$ cat src/rtl/spi_cmd_pkg.sv
package spi_cmd_pkg;
  localparam int ADDR_W = 3;
  localparam int BYTE_W = 8;

  localparam logic [ADDR_W-1:0] OFF_CTRL = 3'd0;
  localparam logic [ADDR_W-1:0] OFF_OP   = 3'd1;
  localparam logic [ADDR_W-1:0] OFF_A2   = 3'd2;
  localparam logic [ADDR_W-1:0] OFF_A3   = 3'd3;
  localparam logic [ADDR_W-1:0] OFF_A4   = 3'd4;
  localparam logic [ADDR_W-1:0] OFF_RX0  = 3'd5;
  localparam logic [ADDR_W-1:0] OFF_RX1  = 3'd6;
  localparam logic [ADDR_W-1:0] OFF_DAT  = 3'd7;

  localparam logic [3:0] NIB_SLOW = 4'h4;
  localparam logic [3:0] NIB_FAST = 4'h5;

  typedef enum logic [1:0] {
    SEQ_IDLE = 2'd0,
    SEQ_LOW  = 2'd1,
    SEQ_HIGH = 2'd2,
    SEQ_TAIL = 2'd3
  } seq_state_e;

  // Outgoing byte count for the two-bit length code.
  function automatic logic [2:0] out_bytes(input logic [1:0] code);
    case (code)
      2'd0:    out_bytes = 3'd1;
      2'd1:    out_bytes = 3'd2;
      2'd2:    out_bytes = 3'd4;
      default: out_bytes = 3'd5;
    endcase
  endfunction
endpackage

$ cat src/rtl/spi_cmd_regs.sv
module spi_cmd_regs
  import spi_cmd_pkg::*;
(
  input  logic              clk,
  input  logic              rst_n,
  input  logic              bus_we,
  input  logic [ADDR_W-1:0] bus_addr,
  input  logic [BYTE_W-1:0] bus_wdata,
  input  logic              busy,
  input  logic [3*BYTE_W-1:0] rx_bytes,
  output logic              start,
  output logic [1:0]        wcode,
  output logic [1:0]        rcnt,
  output logic              fast_req,
  output logic [BYTE_W-1:0] op_q,
  output logic [BYTE_W-1:0] a2_q,
  output logic [BYTE_W-1:0] a3_q,
  output logic [BYTE_W-1:0] a4_q,
  output logic [BYTE_W-1:0] d7_q,
  output logic [BYTE_W-1:0] bus_rdata
);
  logic              wr_ok;
  logic [BYTE_W-1:0] op_d, a2_d, a3_d, a4_d, d7_d;

  // Writes only land while idle.
  assign wr_ok    = bus_we && !busy;
  assign start    = wr_ok && (bus_addr == OFF_CTRL) &&
                    ((bus_wdata[7:4] == NIB_SLOW) || (bus_wdata[7:4] == NIB_FAST));
  assign wcode    = bus_wdata[1:0];
  assign rcnt     = bus_wdata[3:2];
  assign fast_req = bus_wdata[4];

  always_comb begin
    op_d = op_q;
    a2_d = a2_q;
    a3_d = a3_q;
    a4_d = a4_q;
    d7_d = d7_q;
    if (wr_ok) begin
      case (bus_addr)
        OFF_OP:  op_d = bus_wdata;
        OFF_A2:  a2_d = bus_wdata;
        OFF_A3:  a3_d = bus_wdata;
        OFF_A4:  a4_d = bus_wdata;
        OFF_DAT: d7_d = bus_wdata;
        default: ;
      endcase
    end
  end

  always_ff @(posedge clk or negedge rst_n) begin
    if (!rst_n) begin
      op_q <= '0;
      a2_q <= '0;
      a3_q <= '0;
      a4_q <= '0;
      d7_q <= '0;
    end else begin
      op_q <= op_d;
      a2_q <= a2_d;
      a3_q <= a3_d;
      a4_q <= a4_d;
      d7_q <= d7_d;
    end
  end

  always_comb begin
    case (bus_addr)
      OFF_CTRL: bus_rdata = {busy, 7'd0};
      OFF_OP:   bus_rdata = op_q;
      OFF_A2:   bus_rdata = a2_q;
      OFF_A3:   bus_rdata = a3_q;
      OFF_A4:   bus_rdata = a4_q;
      OFF_RX0:  bus_rdata = rx_bytes[3*BYTE_W-1 -: BYTE_W];
      OFF_RX1:  bus_rdata = rx_bytes[2*BYTE_W-1 -: BYTE_W];
      default:  bus_rdata = rx_bytes[BYTE_W-1:0];
    endcase
  end
endmodule

$ cat src/rtl/spi_cmd_baud.sv
module spi_cmd_baud #(
  parameter int SLOW_HALF = 4,
  parameter int FAST_HALF = 2
) (
  input  logic clk,
  input  logic rst_n,
  input  logic run,
  input  logic fast,
  output logic tick
);
  localparam int MAXH = (SLOW_HALF > FAST_HALF) ? SLOW_HALF : FAST_HALF;
  localparam int CW   = $clog2(MAXH) + 1;
  localparam logic [CW-1:0] SLOW_LIM = CW'(SLOW_HALF - 1);
  localparam logic [CW-1:0] FAST_LIM = CW'(FAST_HALF - 1);

  logic [CW-1:0] cnt_q, cnt_d, lim;

  generate
    if (SLOW_HALF == FAST_HALF) begin : g_one_rate
      assign lim = SLOW_LIM;
    end else begin : g_two_rate
      assign lim = fast ? FAST_LIM : SLOW_LIM;
    end
  endgenerate

  assign tick = run && (cnt_q == lim);

  always_comb begin
    if (!run || tick) cnt_d = '0;
    else              cnt_d = cnt_q + 1'b1;
  end

  always_ff @(posedge clk or negedge rst_n) begin
    if (!rst_n) cnt_q <= '0;
    else        cnt_q <= cnt_d;
  end
endmodule

$ cat src/rtl/spi_cmd_seq.sv
module spi_cmd_seq
  import spi_cmd_pkg::*;
(
  input  logic              clk,
  input  logic              rst_n,
  input  logic              start,
  input  logic [1:0]        wcode,
  input  logic [1:0]        rcnt,
  input  logic              fast_req,
  input  logic [BYTE_W-1:0] op,
  input  logic [BYTE_W-1:0] a2,
  input  logic [BYTE_W-1:0] a3,
  input  logic [BYTE_W-1:0] a4,
  input  logic [BYTE_W-1:0] d7,
  input  logic              tick,
  input  logic              miso,
  output logic              sck,
  output logic              cs_n,
  output logic              mosi,
  output logic              busy,
  output logic              fast,
  output logic [3*BYTE_W-1:0] rx_bytes
);
  localparam int TXW = 5 * BYTE_W;
  localparam int RXW = 3 * BYTE_W;
  localparam int BW  = $clog2(8 * BYTE_W) + 1;

  seq_state_e    st_q, st_d;
  logic          sck_q, sck_d, cs_q, cs_d, fast_q, fast_d;
  logic [TXW-1:0] tx_q, tx_d, tx_load;
  logic [RXW-1:0] rx_q, rx_d;
  logic [BW-1:0]  bit_q, bit_d, nbits_q, nbits_d, wbits_q, wbits_d;
  logic [4:0]     rbit;

  assign sck      = sck_q;
  assign cs_n     = cs_q;
  assign mosi     = tx_q[TXW-1];
  assign busy     = (st_q != SEQ_IDLE);
  assign fast     = fast_q;
  assign rx_bytes = rx_q;
  assign rbit     = 5'(bit_q - wbits_q);

  // Wire image, left aligned, opcode first.
  always_comb begin
    case (wcode)
      2'd0:    tx_load = {op, {(4*BYTE_W){1'b0}}};
      2'd1:    tx_load = {op, d7, {(3*BYTE_W){1'b0}}};
      2'd2:    tx_load = {op, a4, a3, a2, {BYTE_W{1'b0}}};
      default: tx_load = {op, a4, a3, a2, d7};
    endcase
  end

  always_comb begin
    st_d    = st_q;
    sck_d   = sck_q;
    cs_d    = cs_q;
    fast_d  = fast_q;
    tx_d    = tx_q;
    rx_d    = rx_q;
    bit_d   = bit_q;
    nbits_d = nbits_q;
    wbits_d = wbits_q;
    case (st_q)
      SEQ_IDLE: begin
        if (start) begin
          st_d    = SEQ_LOW;
          cs_d    = 1'b0;
          sck_d   = 1'b0;
          fast_d  = fast_req;
          tx_d    = tx_load;
          rx_d    = '0;
          bit_d   = '0;
          wbits_d = BW'({out_bytes(wcode), 3'b000});
          nbits_d = BW'({out_bytes(wcode), 3'b000}) + BW'({rcnt, 3'b000});
        end
      end
      SEQ_LOW: begin
        if (tick) begin
          sck_d = 1'b1;
          st_d  = SEQ_HIGH;
          if (bit_q >= wbits_q) rx_d[5'd23 - rbit] = miso;
        end
      end
      SEQ_HIGH: begin
        if (tick) begin
          sck_d = 1'b0;
          if (bit_q == nbits_q - 1'b1) begin
            st_d = SEQ_TAIL;
            tx_d = '0;
          end else begin
            st_d  = SEQ_LOW;
            bit_d = bit_q + 1'b1;
            tx_d  = {tx_q[TXW-2:0], 1'b0};
          end
        end
      end
      default: begin
        if (tick) begin
          cs_d = 1'b1;
          st_d = SEQ_IDLE;
        end
      end
    endcase
  end

  always_ff @(posedge clk or negedge rst_n) begin
    if (!rst_n) begin
      st_q    <= SEQ_IDLE;
      sck_q   <= 1'b0;
      cs_q    <= 1'b1;
      fast_q  <= 1'b0;
      tx_q    <= '0;
      rx_q    <= '0;
      bit_q   <= '0;
      nbits_q <= '0;
      wbits_q <= '0;
    end else begin
      st_q    <= st_d;
      sck_q   <= sck_d;
      cs_q    <= cs_d;
      fast_q  <= fast_d;
      tx_q    <= tx_d;
      rx_q    <= rx_d;
      bit_q   <= bit_d;
      nbits_q <= nbits_d;
      wbits_q <= wbits_d;
    end
  end
endmodule

$ cat src/rtl/spi_cmd_engine.sv
module spi_cmd_engine
  import spi_cmd_pkg::*;
#(
  parameter int SLOW_HALF = 4,
  parameter int FAST_HALF = 2
) (
  input  logic       clk,
  input  logic       rst_n,
  input  logic       bus_we,
  input  logic [2:0] bus_addr,
  input  logic [7:0] bus_wdata,
  output logic [7:0] bus_rdata,
  output logic       spi_sck,
  output logic       spi_cs_n,
  output logic       spi_mosi,
  input  logic       spi_miso
);
  logic              busy_w, start_w, fastreq_w, fast_w, tick_w;
  logic [1:0]        wcode_w, rcnt_w;
  logic [BYTE_W-1:0] opcode_w, a2_w, a3_w, a4_w, d7_w;
  logic [3*BYTE_W-1:0] rx_w;

  spi_cmd_regs u_regs (
    .clk(clk), .rst_n(rst_n), .bus_we(bus_we), .bus_addr(bus_addr),
    .bus_wdata(bus_wdata), .busy(busy_w), .rx_bytes(rx_w),
    .start(start_w), .wcode(wcode_w), .rcnt(rcnt_w), .fast_req(fastreq_w),
    .op_q(opcode_w), .a2_q(a2_w), .a3_q(a3_w), .a4_q(a4_w), .d7_q(d7_w),
    .bus_rdata(bus_rdata)
  );

  spi_cmd_baud #(.SLOW_HALF(SLOW_HALF), .FAST_HALF(FAST_HALF)) u_baud (
    .clk(clk), .rst_n(rst_n), .run(busy_w), .fast(fast_w), .tick(tick_w)
  );

  spi_cmd_seq u_seq (
    .clk(clk), .rst_n(rst_n), .start(start_w), .wcode(wcode_w), .rcnt(rcnt_w),
    .fast_req(fastreq_w), .op(opcode_w), .a2(a2_w), .a3(a3_w), .a4(a4_w),
    .d7(d7_w), .tick(tick_w), .miso(spi_miso), .sck(spi_sck), .cs_n(spi_cs_n),
    .mosi(spi_mosi), .busy(busy_w), .fast(fast_w), .rx_bytes(rx_w)
  );
endmodule

$ cat config.mk
export PLATFORM = sky130hd
export DESIGN_NAME = spi_cmd_engine
export DESIGN_NICKNAME = d
export VERILOG_FILES = /design/src/rtl/spi_cmd_pkg.sv /design/src/rtl/spi_cmd_regs.sv /design/src/rtl/spi_cmd_baud.sv /design/src/rtl/spi_cmd_seq.sv /design/src/rtl/spi_cmd_engine.sv
export SDC_FILE = /design/constraint.sdc
export NUM_CORES = 1
export LEC_CHECK = 0
export BUFFER_PORTS_ARGS = -buffer_cell sky130_fd_sc_hd__buf_4
export CORE_MARGIN = 8
export CORE_UTILIZATION = 42
export CTS_BUF_LIST = sky130_fd_sc_hd__clkbuf_4 sky130_fd_sc_hd__clkbuf_8 sky130_fd_sc_hd__clkbuf_16
export DETAILED_ROUTE_END_ITERATION = 10
export GPL_TIMING_DRIVEN = 0
export PLACE_DENSITY = 0.57
export SETUP_SLACK_MARGIN = 0.02
export SLEW_MARGIN = 15
export SYNTH_ARGS = -nofsm -noshare
export SYNTH_HDL_FRONTEND = slang
export SYNTH_HIERARCHICAL = 1
export SYNTH_SLANG_ARGS = --single-unit
$ cat constraint.sdc
create_clock -name clk -period 2.81 [get_ports clk]
set_input_delay 0.843 -clock clk [delete_from_list [all_inputs] [get_ports clk]]
set_output_delay 0.843 -clock clk [all_outputs]
set_load 0.005 [all_outputs]
* Word level (Yosys, flattened, before mapping)
Index checks and enable logic that the tools add are counted. Widths: inputs -> output; s select.
Word-level totals: flip-flop bits (word level) 129, output and inout port bits 11, input bits 15, logic and storage cells 107
Operators by class: bitwise logic cells 1, $lt $le $gt $ge 3, reductions and logical operators 29, equality and inequality tests 20, multiplexer cells 33, add/sub/neg operators 6
Operators with widths (number):
- $mux 40 | 3
- $pmux 32 s3 | 1
- $pmux 40 s2 | 1
- $mux 24 | 3
- $pmux 8 s7 | 1
- $pmux 24 s2 | 1
- $bwmux 24 | 1
- $mux 7 | 3
- $reduce_and 4->1 | 4
- $pmux 7 s2 | 1
- $eq 3x3->1 const B | 4
- $mux 2 | 6
- $reduce_and 2->1 | 6
- $mux 3 | 3
- $pmux 3 s3 | 1
- $eq 4x3->1 const B | 2
- $ne 2x2->1 const B | 4
- $reduce_bool 2->1 | 4
- $add 6x5->7 | 1
- $add 7x1->7 const B | 1
- $eq 7x7->1 | 1
- $ge 7x6->1 | 1
- $sub 7x1->7 const B | 1
- $eq 3x2->1 const B | 2
- 24 further kinds | 36

* Logic depth before layout (Yosys ltp)
Gate-level depths: netlist (run 1).
depth after elaboration 10, gate-level depth with buffers 13

* Modules after synthesis
Netlist (run 1), hierarchy kept.
By module, submodules not included:
- spi_cmd_seq | cells each 463, instances 1, area an instance 4471.8 µm², sequential area each 2078.2 µm²
- spi_cmd_regs | cells each 165, instances 1, area an instance 2122.0 µm², sequential area each 1001.0 µm²
- spi_cmd_baud | cells each 14, instances 1, area an instance 150.1 µm², sequential area each 75.1 µm²

* Least setup slack after synthesis (run 1)
OpenSTA, ideal clock, no wires.
kind input -> register, start in bus_addr[2], end reg u_seq.bit_q[6], required time 2.732 ns, stages on the path 11, path slack -0.328 ns, arrival 3.060 ns, buffers on the path 3, cell sequence buf_2 > buf_2 > nor2_1 > nand4b_1 > nor2_1 > nor2b_1 > or3_1 > clkbuf_1 > or3_1 > or4_1 > a21oi_1
Between the ends: cells in the longest elaborated chain, start to end 5
Ends and longest elaborated chain:
- from (decl) | RTL line spi_cmd_engine.sv:10 | input logic [2:0] bus_addr,
- $logic_not 3->1 | RTL line spi_cmd_regs.sv:27 | assign start = wr_ok && (bus_addr == OFF_CTRL) &&
- $logic_and 1x1->1 (2 in series) | RTL line spi_cmd_regs.sv:27
- net start_w | RTL line spi_cmd_engine.sv:18 | logic busy_w, start_w, fastreq_w, fast_w, tick_w;
- $ne 2x2->1 (no source line)
- $reduce_and 4->1 (no source line)
- to (signal assigned) | RTL line spi_cmd_seq.sv:124 | bit_q <= bit_d;
- to (decl) | RTL line spi_cmd_seq.sv:32 | logic [BW-1:0] bit_q, bit_d, nbits_q, nbits_d, wbits_q, wbits_d;
The timed path passes the listed nets, and every way through them passes these cells. A chain may end at the register's enable or synchronous reset.

* Worst setup path in the final report (run 1)
start reg u_seq.st_q[1], end reg u_seq.bit_q[6]
Between the ends: cells in the longest elaborated chain, start to end 7, elaborated cells on any way between the ends 14, those cells by class eq/ne (4); mux (1); reduce/logical (9)
Ends and longest elaborated chain:
- from (decl) | RTL line spi_cmd_seq.sv:28 | seq_state_e st_q, st_d;
- from (signal assigned) | RTL line spi_cmd_seq.sv:118 | st_q <= st_d;
- $reduce_bool 2->1 | RTL line spi_cmd_seq.sv:38 | assign busy = (st_q != SEQ_IDLE);
- net busy_w | RTL line spi_cmd_engine.sv:18
- $logic_not 1->1 | RTL line spi_cmd_regs.sv:26 | assign wr_ok = bus_we && !busy;
- $logic_and 1x1->1 | RTL line spi_cmd_regs.sv:26
- $logic_and 1x1->1 (2 in series) | RTL line spi_cmd_regs.sv:27
- net start_w | RTL line spi_cmd_engine.sv:18
- $ne 2x2->1 (no source line)
- $reduce_and 4->1 (no source line)
The timed path passes the listed nets, and every way through them passes these cells.

==> metrics, run 1 <==
clock net sink count 126; Worst path most repeated cell or3_4; CP Launch Type register; initial antenna violation count 0; final hold violations 0; vias around 5400; max-slew violations 0; Pre-Repair DR Iteration Count 5; # setup viols final 3; Starting Density 0.428; pre-CTS setup slack -0.739 ns; Clk pin slew, worst setup/hold paths 0.06 ns; total power between 4 and 5 mW; crit-path max cell delay just over 0.4 ns; Clock Tree Buf Depth 2; R2R depth 12; H-Tree Depth 4; Final min period around 3 ns; first-iteration detailed-routing DRC count between 400 and 500; # diodes 0; status finished with violations; critical path class register to register; Worst Hold Class input port to asynchronous set/reset pin; Setup Skew 0.00938 ns; post-synthesis register bit count 126; f_max around 0.34 GHz; Ports 26; WL final between 15000 and 20000 µm; total of max-cap violations 0; layout cell share with drive strength beyond 1 0.294; VDD IR-drop max between 0.4 and 0.5 mV; Cell Chain, Critical Path inv_2, ha_4, clkinvlp_4, nor3b_4, nand4b_1, nor2_4, nor2b_4, or3_4, buf_8, or3_4, or4_1, a21oi_1; most frequent cell after synthesis dfrtp_1; Area contributors post-synth dfrtp_1, mux2_2, a21oi_1; ys async rst share 1.00; yosys warns 6; first-pass GRT wire length roughly 31000 µm; CP Capture Type register; syn avg cell area 10.5 µm²; DIE AREA slightly above 0.02 mm²; CTS buffer count 17; hpwl dp around 13000 µm; top-area cell type share of the netlist area 0.464; failing checks negative setup slack; Post-route DRC 0; hold buffers post-CTS 0; synth cell count leaders dfrtp_1, nand2_1, mux2_2, a21oi_1, a22o_1; synthesized cell area ~0.0067 mm²; Seq/Total Area, Yosys 0.468; RSZ-0062 raised after global routing true; leading area contributor after synthesis dfrtp_1; Placer Congestion between 0.8 and 0.9; setup slack after layout -0.117 ns; Slew @ Worst Pin around 0.81 ns; Syn-to-layout area delta 24.7%; top_reg_cell synth dfrtp_1; std cell rows 46; leakage power a little over 4 nW; synth unique cells 59; CP Max Fanout 3; worst skew pair latency about 0.43 ns; crit path DAT 3.27 ns; root buf cell clkbuf_16; Post-synth EDFFs 0; Tcrit/Tclk final 1.04; Vias/cell ~5.8; largest net degree at the start of global routing 79; Die Wd between 100 and 150 µm; total core area around 0.016 mm²; Post-DP Area a little over 0.007 mm²; vias in the first global route about 5500; syn nets approximately 680; die span in y 143 µm; Avg WL per Cell 20.6 µm; final antenna-violating net count 0; pwr dens approximately 520 mW/mm²; Slowest-stage cell, CP or4_1; Port Buf Inserts 23; GRT Util Overall 0.201; CP required 3.15 ns; Nets between 700 and 800; fin area about 0.0084 mm²; Syn Inst Count 642; CTS tree done; Slew HR 0.457; total grt overflow 0
==> metal layers <==
metal | vias up | track usage | part of all wire
li1 | 2499 | - | -
met1 | 2747 | 0.273 | 0.47
met2 | 150 | 0.313 | 0.47
met3 | 23 | 0.0407 | 0.042
met4 | 0 | 0.0677 | 0.018
met5 | - | 0 | 0
==> timing repair <==
item	4_1_cts	5_1_grt
gates cloned	0	3
gates resized for setup	22	70
setup endpoints to repair	80	74
pin swaps	9	9
buffers inserted	15	11
==> path summary, 6_finish.rpt <==
| kind | startpoint | to | slack, ns |
|---|---|---|---|
| setup / recovery | u_seq/st_q[1] | u_seq/bit_q[6] | -0.12 |
| hold / removal | rst_n | u_seq/rx_bytes[1] | 0.35 |
| setup reg to reg | u_seq/st_q[1] | u_seq/bit_q[6] | -0.12 |
| hold reg to reg | u_seq/tx_q[0] | u_seq/tx_q[0] | 0.47 |
| max in group asynchronous | rst_n | u_seq/cs_n | 1.71 |
| min in group clk | u_seq/tx_q[0] | u_seq/tx_q[0] | 0.47 |
==> kinds of logic (layout without fill, tap and decap cells) <==
| family | Yosys count | count (layout) | share of synthesized area |
|---|---|---|---|
| buffers and inverters | 68 | 151 | 0.0493 |
| muxes | 68 | 68 | 0.115 |
| AOI/OAI and AO/OA | 177 | 177 | 0.183 |
| adders and majority gates | 21 | 21 | 0.0401 |
| DFF | 126 | 126 | 0.468 |
| xor gates and xnor gates | 10 | 10 | 0.0130 |
| and+or+nand+nor | 172 | 172 | 0.131 |
==> per-stage QoR <==
step	util	hold WS, ns	instances	TNS, ns
after global routing	0.533	0.381	941	-1.09
after detailed placement	0.461	0.456	882	-35.55
after CTS	0.513	0.354	927	-0.181
final	0.533	0.346	941	-0.223
after floorplan	-	0.439	642	-0.192
after global placement	0.459	0.457	881	-32.34
==> final cells by class <==
class | instances | area, µm²
Clock inverter | 9 | 133
Timing Repair Buffer | 53 | 489
Fill cell | 1393 | 7360
Tap cell | 216 | 270
Buffer | 49 | 390
Sequential cell | 126 | 3160
Inverter | 18 | 71.3
Multi-Input combinational cell | 448 | 3410
Clock buffer | 22 | 494
==> state kept, by name, indices dropped and copies added, names as in the netlist <==
| name | cells |
|---|---|
| u_seq/wbits_q | 3 |
| u_seq/cs_n | 1 |
| u_seq/bit_q | 7 |
| u_seq/st_q | 2 |
| u_seq/nbits_q | 4 |
| u_regs/a4_q | 8 |
| u_regs/a2_q | 8 |
| u_seq/fast | 1 |
| u_regs/a3_q | 8 |
| u_seq/rx_bytes | 24 |
| u_regs/d7_q | 8 |
| u_baud/cnt_q | 3 |
| u_seq/sck | 1 |
| u_regs/op_q | 8 |
| u_seq/tx_q | 40 |
==> placed cells by master, fill, tap and decap left out, types with 8 or more instances in the layout <==
master	Yosys	layout
mux2_2	57	54
clkbuf_16	0	20
a22o_1	30	30
ha_1	20	19
a21oi_1	53	50
a32oi_1	8	8
a22oi_1	9	8
inv_1	18	15
dfrtp_1	125	124
a21o_1	24	24
o21ai_0	19	16
clkbuf_1	25	13
nor2_1	27	24
buf_6	6	13
nand2_1	66	65
mux2i_1	8	8
xnor2_1	8	8
nor2b_1	11	10
nand4_1	18	18
buf_4	5	54
==> worst max-delay path, delay by kind of cell, from the launching register on <==
family | cells | cell delay [ns]
buffers and inverters | 3 | 0.37
AND/OR/NAND/NOR | 7 | 1.80
AO/OA/AOI/OAI | 1 | 0.14
adder cells (fa/ha/maj) | 1 | 0.16
flip-flops | 1 | 0.39
==> power by group <==
part / internal, mW / switching (mW)
combinational: 0.0973 / 0.130
clock: 1.51 / 0.811
sequential: 1.82 / 0.0102
Power figures use the tool's default switching activity.
==> inputs of run 2 (changes only) <==
Settings changed: SKIP_LAST_GASP set to 1.
==> run 2 against run 1 <==
The run still ends with negative setup slack left; via count is 0.35% higher; worst hold slack worse by 0.0037 ns; maximum frequency is 0.51% higher; count of clock-buffer cells in the layout did not move; design area decreased by 0.58%; first-iteration DRC count shrank 9.9%; largest power group unchanged.
==> metrics, run 2 (same netlist as run 1, synthesis figures left out) <==
std cell rows 46; Cell Chain, Critical Path inv_2, ha_4, clkinvlp_4, nor3b_4, nand4b_1, nor2_4, nor2b_4, or3_4, buf_8, or3_4, or4_4, a21oi_2; top layer in use met4; crit-path max cell delay approximately 0.42 ns; Post-Layout Cell Count around 940; placed cells around 880; Slew HR 0.453; critical path class register to register; Placer Congestion approximately 0.87; leakage power between 4 and 5 nW; WL final between 15000 and 20000 µm; Pre-Repair DR Iteration Count 5; # diodes 0; clock net sink count 126; VDD IR-drop max between 0.4 and 0.5 mV; Slowest-stage cell, CP or4_4; Worst path most repeated cell or3_4; first-iteration detailed-routing DRC count about 370; setup slack after layout -0.102 ns; status finished with violations; max FFs per register 40; failing checks negative setup slack; CP required approximately 3.2 ns; hpwl dp between 10000 and 15000 µm; crit path DAT between 3 and 4 ns; vias in the first global route ~5500; met3 WL just over 800 µm; Ports 26; final hold violations 0; H-Tree Depth 4; Starting Density 0.428; Vias/cell approximately 5.8; f_max approximately 0.34 GHz; layout cell share with drive strength beyond 1 0.294; Post-Route M1 WL 9090 µm; CTS tree done; Most flops, register u_seq/tx_q; Avg WL per Cell about 21 µm; largest net degree at the start of global routing 79; RSZ-0062 raised after global routing true; die span in y between 100 and 150 µm; Nets ~750; vias roughly 5400; pwr dens approximately 520 mW/mm²; hold buffers post-CTS 0; total core area between 0.015 and 0.02 mm²; Port Buf Inserts 23; total grt overflow 0; CP Capture Type register; Clock Tree Buf Depth 2; CP Max Fanout 3; Die Wd about 140 µm; final antenna-violating net count 0; GRT Util Overall 0.200; total of max-cap violations 0; Setup Skew 0.0110 ns; CP Launch Type register; Post-route DRC 0; max-slew violations 0; Clk pin slew, worst setup/hold paths around 0.060 ns; CTS buffer count 17; # setup viols final 3; Worst Hold Class input port to asynchronous set/reset pin; initial antenna violation count 0; total power 4.37 mW; commonest non-fill, non-tap cell in the layout dfrtp_1; DIE AREA 0.0204 mm²; root buf cell clkbuf_16; Syn-to-layout area delta 24.0%; worst skew pair latency 0.43 ns; DR WL met2 a little over 9000 µm; Tcrit/Tclk final 1.04; first-pass GRT wire length 31000 µm; Slew @ Worst Pin approximately 0.81 ns; most frequent cells in the layout dfrtp_1, nand2_1, mux2_2; Final min period between 2 and 3 ns
-- run 2: cell count changes in the layout (fill, tap and decap cells not counted), moves of 2 or more --
cell / before / now
mux2_4: 3 / 0
buf_4: 54 / 51
buf_6: 13 / 11
mux2_2: 54 / 57
-- run 2: worst paths after layout --
path	from	endpoint	slack (ns)	depth (start not counted)
worst max-delay path	u_seq/st_q[1]	u_seq/bit_q[6]	-0.10	12
worst min-delay path	rst_n	u_seq/rx_bytes[1]	0.34	1
worst max register to register	u_seq/st_q[1]	u_seq/bit_q[6]	-0.10	12
worst min register to register	u_seq/tx_q[19]	u_seq/tx_q[20]	0.48	1
max in group asynchronous	rst_n	u_seq/cs_n	1.72	2
min in group clk	u_seq/tx_q[19]	u_seq/tx_q[20]	0.48	1
-- run 2: what timing repair did --
item                                    4_1_cts  5_1_grt
pin swaps                                     8        9
endpoints found under the setup margin       80       74
gates resized for setup                      20       64
gates cloned                                  0        3
buffers inserted                             15        8
-- run 2: per-layer routing --
layer  vias to the layer above  global-route usage
li1                       2493                   -
met1                      2758               0.272
met2                       162               0.312
met3                        25              0.0407
met4                         0              0.0677
met5                         -                   0
-- run 2: cell type report --
cell class | instances | area, µm²
fill | 1401 | 7410
timing repair buffer | 50 | 463
clock inverter | 9 | 133
buffer | 49 | 378
sequential | 126 | 3160
inverter | 18 | 71.3
tap | 216 | 270
multi-input combinational | 448 | 3400
clock buffer | 22 | 494
-- run 2: metrics by stage --
| step | worst slack [ns] | TNS (ns) | cell area, µm² | hold slack (ns) | utilization |
|---|---|---|---|---|---|
| 4_1_cts | -0.101 | -0.537 | 8090 | 0.354 | 0.513 |
| 3_5_place_dp | -0.739 | -35.55 | 7280 | 0.456 | 0.461 |
| 2_1_floorplan | -0.113 | -0.192 | 6800 | 0.439 | - |
| 3_3_place_gp | -0.697 | -32.34 | 7250 | 0.457 | 0.459 |
| 6_report | -0.102 | -0.216 | 8360 | 0.342 | 0.530 |
| 5_1_grt | -0.190 | -1.08 | 8360 | 0.381 | 0.530 |
-- run 2: worst max-delay path, delay by kind of cell (launching register included) --
family | cells | cell delay, ns
buffers and inverters | 3 | 0.37
and+or+nand+nor | 7 | 1.80
DFF | 1 | 0.39
AOI/OAI and AO/OA | 1 | 0.12
adders and majority gates | 1 | 0.16
-- run 2: power breakdown --
part	switching (mW)	internal [mW]
registers	0.0102	1.82
clock network	0.810	1.51
logic	0.128	0.0940
total	0.949	3.43
==> inputs of run 3 (changes only) <==
Settings changed: SYNTH_HIERARCHICAL 1 to not set.
==> run 3 against run 2 <==
Sequential cell count unchanged; the run now ends clean; count of clock-buffer cells in the layout decreased by 3; area after synthesis shrank 2.9%; critical endpoint is now bus_rdata[0]; sequential power is essentially flat; core utilization fell by 1.1 points; setup slack improved by 0.14 ns; largest power group unchanged; synthesized cell count rose by 2.6%; register-to-register slack gained 0.34 ns; final cell count is 3.2% lower; critical path depth down 6; combinational power is 12% lower.
==> metrics, run 3 <==
status finished, final reports clean; pre-CTS setup slack -0.450 ns; hpwl dp between 10000 and 15000 µm; crit path DAT about 1.9 ns; Ports 26; setup slack after layout slightly below 0.04 ns; initial antenna violation count 0; Post-synth EDFFs 0; max-slew violations 0; Worst Hold Class input port to asynchronous set/reset pin; most frequent cell after synthesis dfrtp_1; Die Wd 141 µm; commonest non-fill, non-tap cell in the layout dfrtp_1; fin area about 0.0079 mm²; area of the multi-input gates 0.00328 mm²; leading area contributor after synthesis dfrtp_1; Post-route DRC 0; worst hold margin 0.380 ns; post-synthesis register bit count about 130; CP Max Fanout 10; GRT Util Overall 0.198; Post-DP Area 0.00699 mm²; Pre-Repair DR Iteration Count 5; CTS buffer count 17; synthesized cell area approximately 0.0065 mm²; r2r setup slk 0.24 ns; Slew @ Worst Pin ~0.83 ns; Syn-to-layout area delta 20.5%; yosys warns 0; Final min period about 2.8 ns; top_reg_cell synth dfrtp_1; Slew HR 0.447; total core area between 0.015 and 0.02 mm²; synth unique cells between 50 and 60; top-area cell type share of the netlist area 0.478; CTS tree done; Seq/Total Area, Yosys 0.482; die span in y 141 µm; Starting Density 0.431; Vias/cell ~6.0; first-iteration detailed-routing DRC count around 360; CP Launch Type input port; largest net degree at the start of global routing 74; Placer Congestion between 0.9 and 1; vias 5416; RSZ-0062 raised after global routing true; Area contributors post-synth dfrtp_1, mux2_2, nor2_1; # diodes 0; total grt overflow 0; Clock Tree Buf Depth 2; H-Tree Depth 4; R2R depth 9; DIE AREA about 0.020 mm²; first-pass GRT wire length 30100 µm; pwr dens about 560 mW/mm²; total of max-cap violations 0; worst skew pair latency 0.42 ns; Clk pin slew, worst setup/hold paths 0.06 ns; final hold violations 0; f_max around 0.36 GHz; VDD IR-drop max 0.445 mV; std cell rows 45; Setup Skew 0.00730 ns; filler cell count approximately 1400; placed cells 870; setup TNS 0 ns; Critical R2R Capture u_seq.rx_bytes[11]; syn avg cell area between 9 and 10 µm²; total power about 4.4 mW; critical path class input port to primary output; clock net sink count 126; leakage power ~3.7 nW; CP required between 1.5 and 2 ns; root buf cell clkbuf_16; Port Buf Inserts 22; Most flops, register u_seq.tx_q; Nets approximately 740; final antenna-violating net count 0; WL final between 15000 and 20000 µm; most frequent cells in the layout dfrtp_1, nor2_1, nand2_1; Post-Layout Cell Count a little over 900; synth cell count leaders dfrtp_1, nor2_1, nand2_1, mux2_2, a21oi_1; Avg WL per Cell approximately 21 µm; # setup viols final 0; Tcrit/Tclk final 0.986; layout cell share with drive strength beyond 1 0.225; CP Capture Type primary output; final core utilization 0.519; r2r startpoint u_seq.st_q[0]; ys async rst share 1.00; syn nets 695; max FFs per register 40; vias in the first global route about 5200; sequential standard cell area roughly 0.0032 mm²; Syn Inst Count 659
run 3: cell count changes after synthesis, sizes merged, moves of 13 or more:
cell    delta
a21o      -23
a221oi    +26
a22o      -30
buf       -15
nand2     -15
nand4     -13
nor2      +53
o21ai     +36
o31ai     +15
run 3: worst max path at each step:
| stage | slack [ns] | to | startpoint |
|---|---|---|---|
| final | 0.04 | bus_rdata[0] | bus_addr[2] |
| after global routing | -0.02 | bus_rdata[5] | bus_addr[2] |
| after detailed placement | -0.45 | bus_rdata[0] | bus_addr[0] |
| after global placement | -0.42 | bus_rdata[6] | bus_addr[2] |
| after floorplan | 0.04 | bus_rdata[5] | bus_addr[2] |
| after CTS | 0.02 | bus_rdata[5] | bus_addr[0] |
run 3: logic make-up after synthesis:
family / share of synthesized area
buffers and inverters: 0.0363
AND/OR/NAND/NOR: 0.130
flip-flops: 0.482
multiplexers: 0.109
AO/OA/AOI/OAI: 0.187
XOR/XNOR: 0.0157
adder cells (fa/ha/maj): 0.0413
run 3: worst max-delay path: stages:
cell	delay [ns]
clkbuf_8	0.15
clkbuf_16	0.17
mux2_2	0.33
o22ai_1	0.17
a211oi_2	0.11
buf_4	0.15
run 3: layout make-up:
class                           count  area share
Buffer                             43      0.0343
Inverter                           18     0.00856
Timing Repair Buffer               29      0.0311
Clock inverter                     13      0.0238
Tap cell                          188      0.0298
Clock buffer                       19      0.0574
Multi-Input combinational cell    472       0.415
Sequential cell                   126       0.400
run 3: routing by layer:
metal  vias up  part of all wire  GRT usage
met2       152              0.46      0.296
met3        29             0.044     0.0425
met5         -                 0          0
li1       2486                 -          -
met1      2749              0.47      0.278
met4         0             0.025     0.0690
run 3: power by group:
part           switching, mW  internal (mW)
Sequential                 0           1.82
Combinational          0.122         0.0738
Clock                  0.850           1.53
Total                  0.971           3.42
run 3: repair_timing:
item | CTS | global route
gates resized for setup | 32 | 35
hold buffers | 0 | 0
pin swaps | 3 | 6
setup buffers | 3 | 2
cloned | 1 | 0
endpoints found under the setup margin | 24 | 53
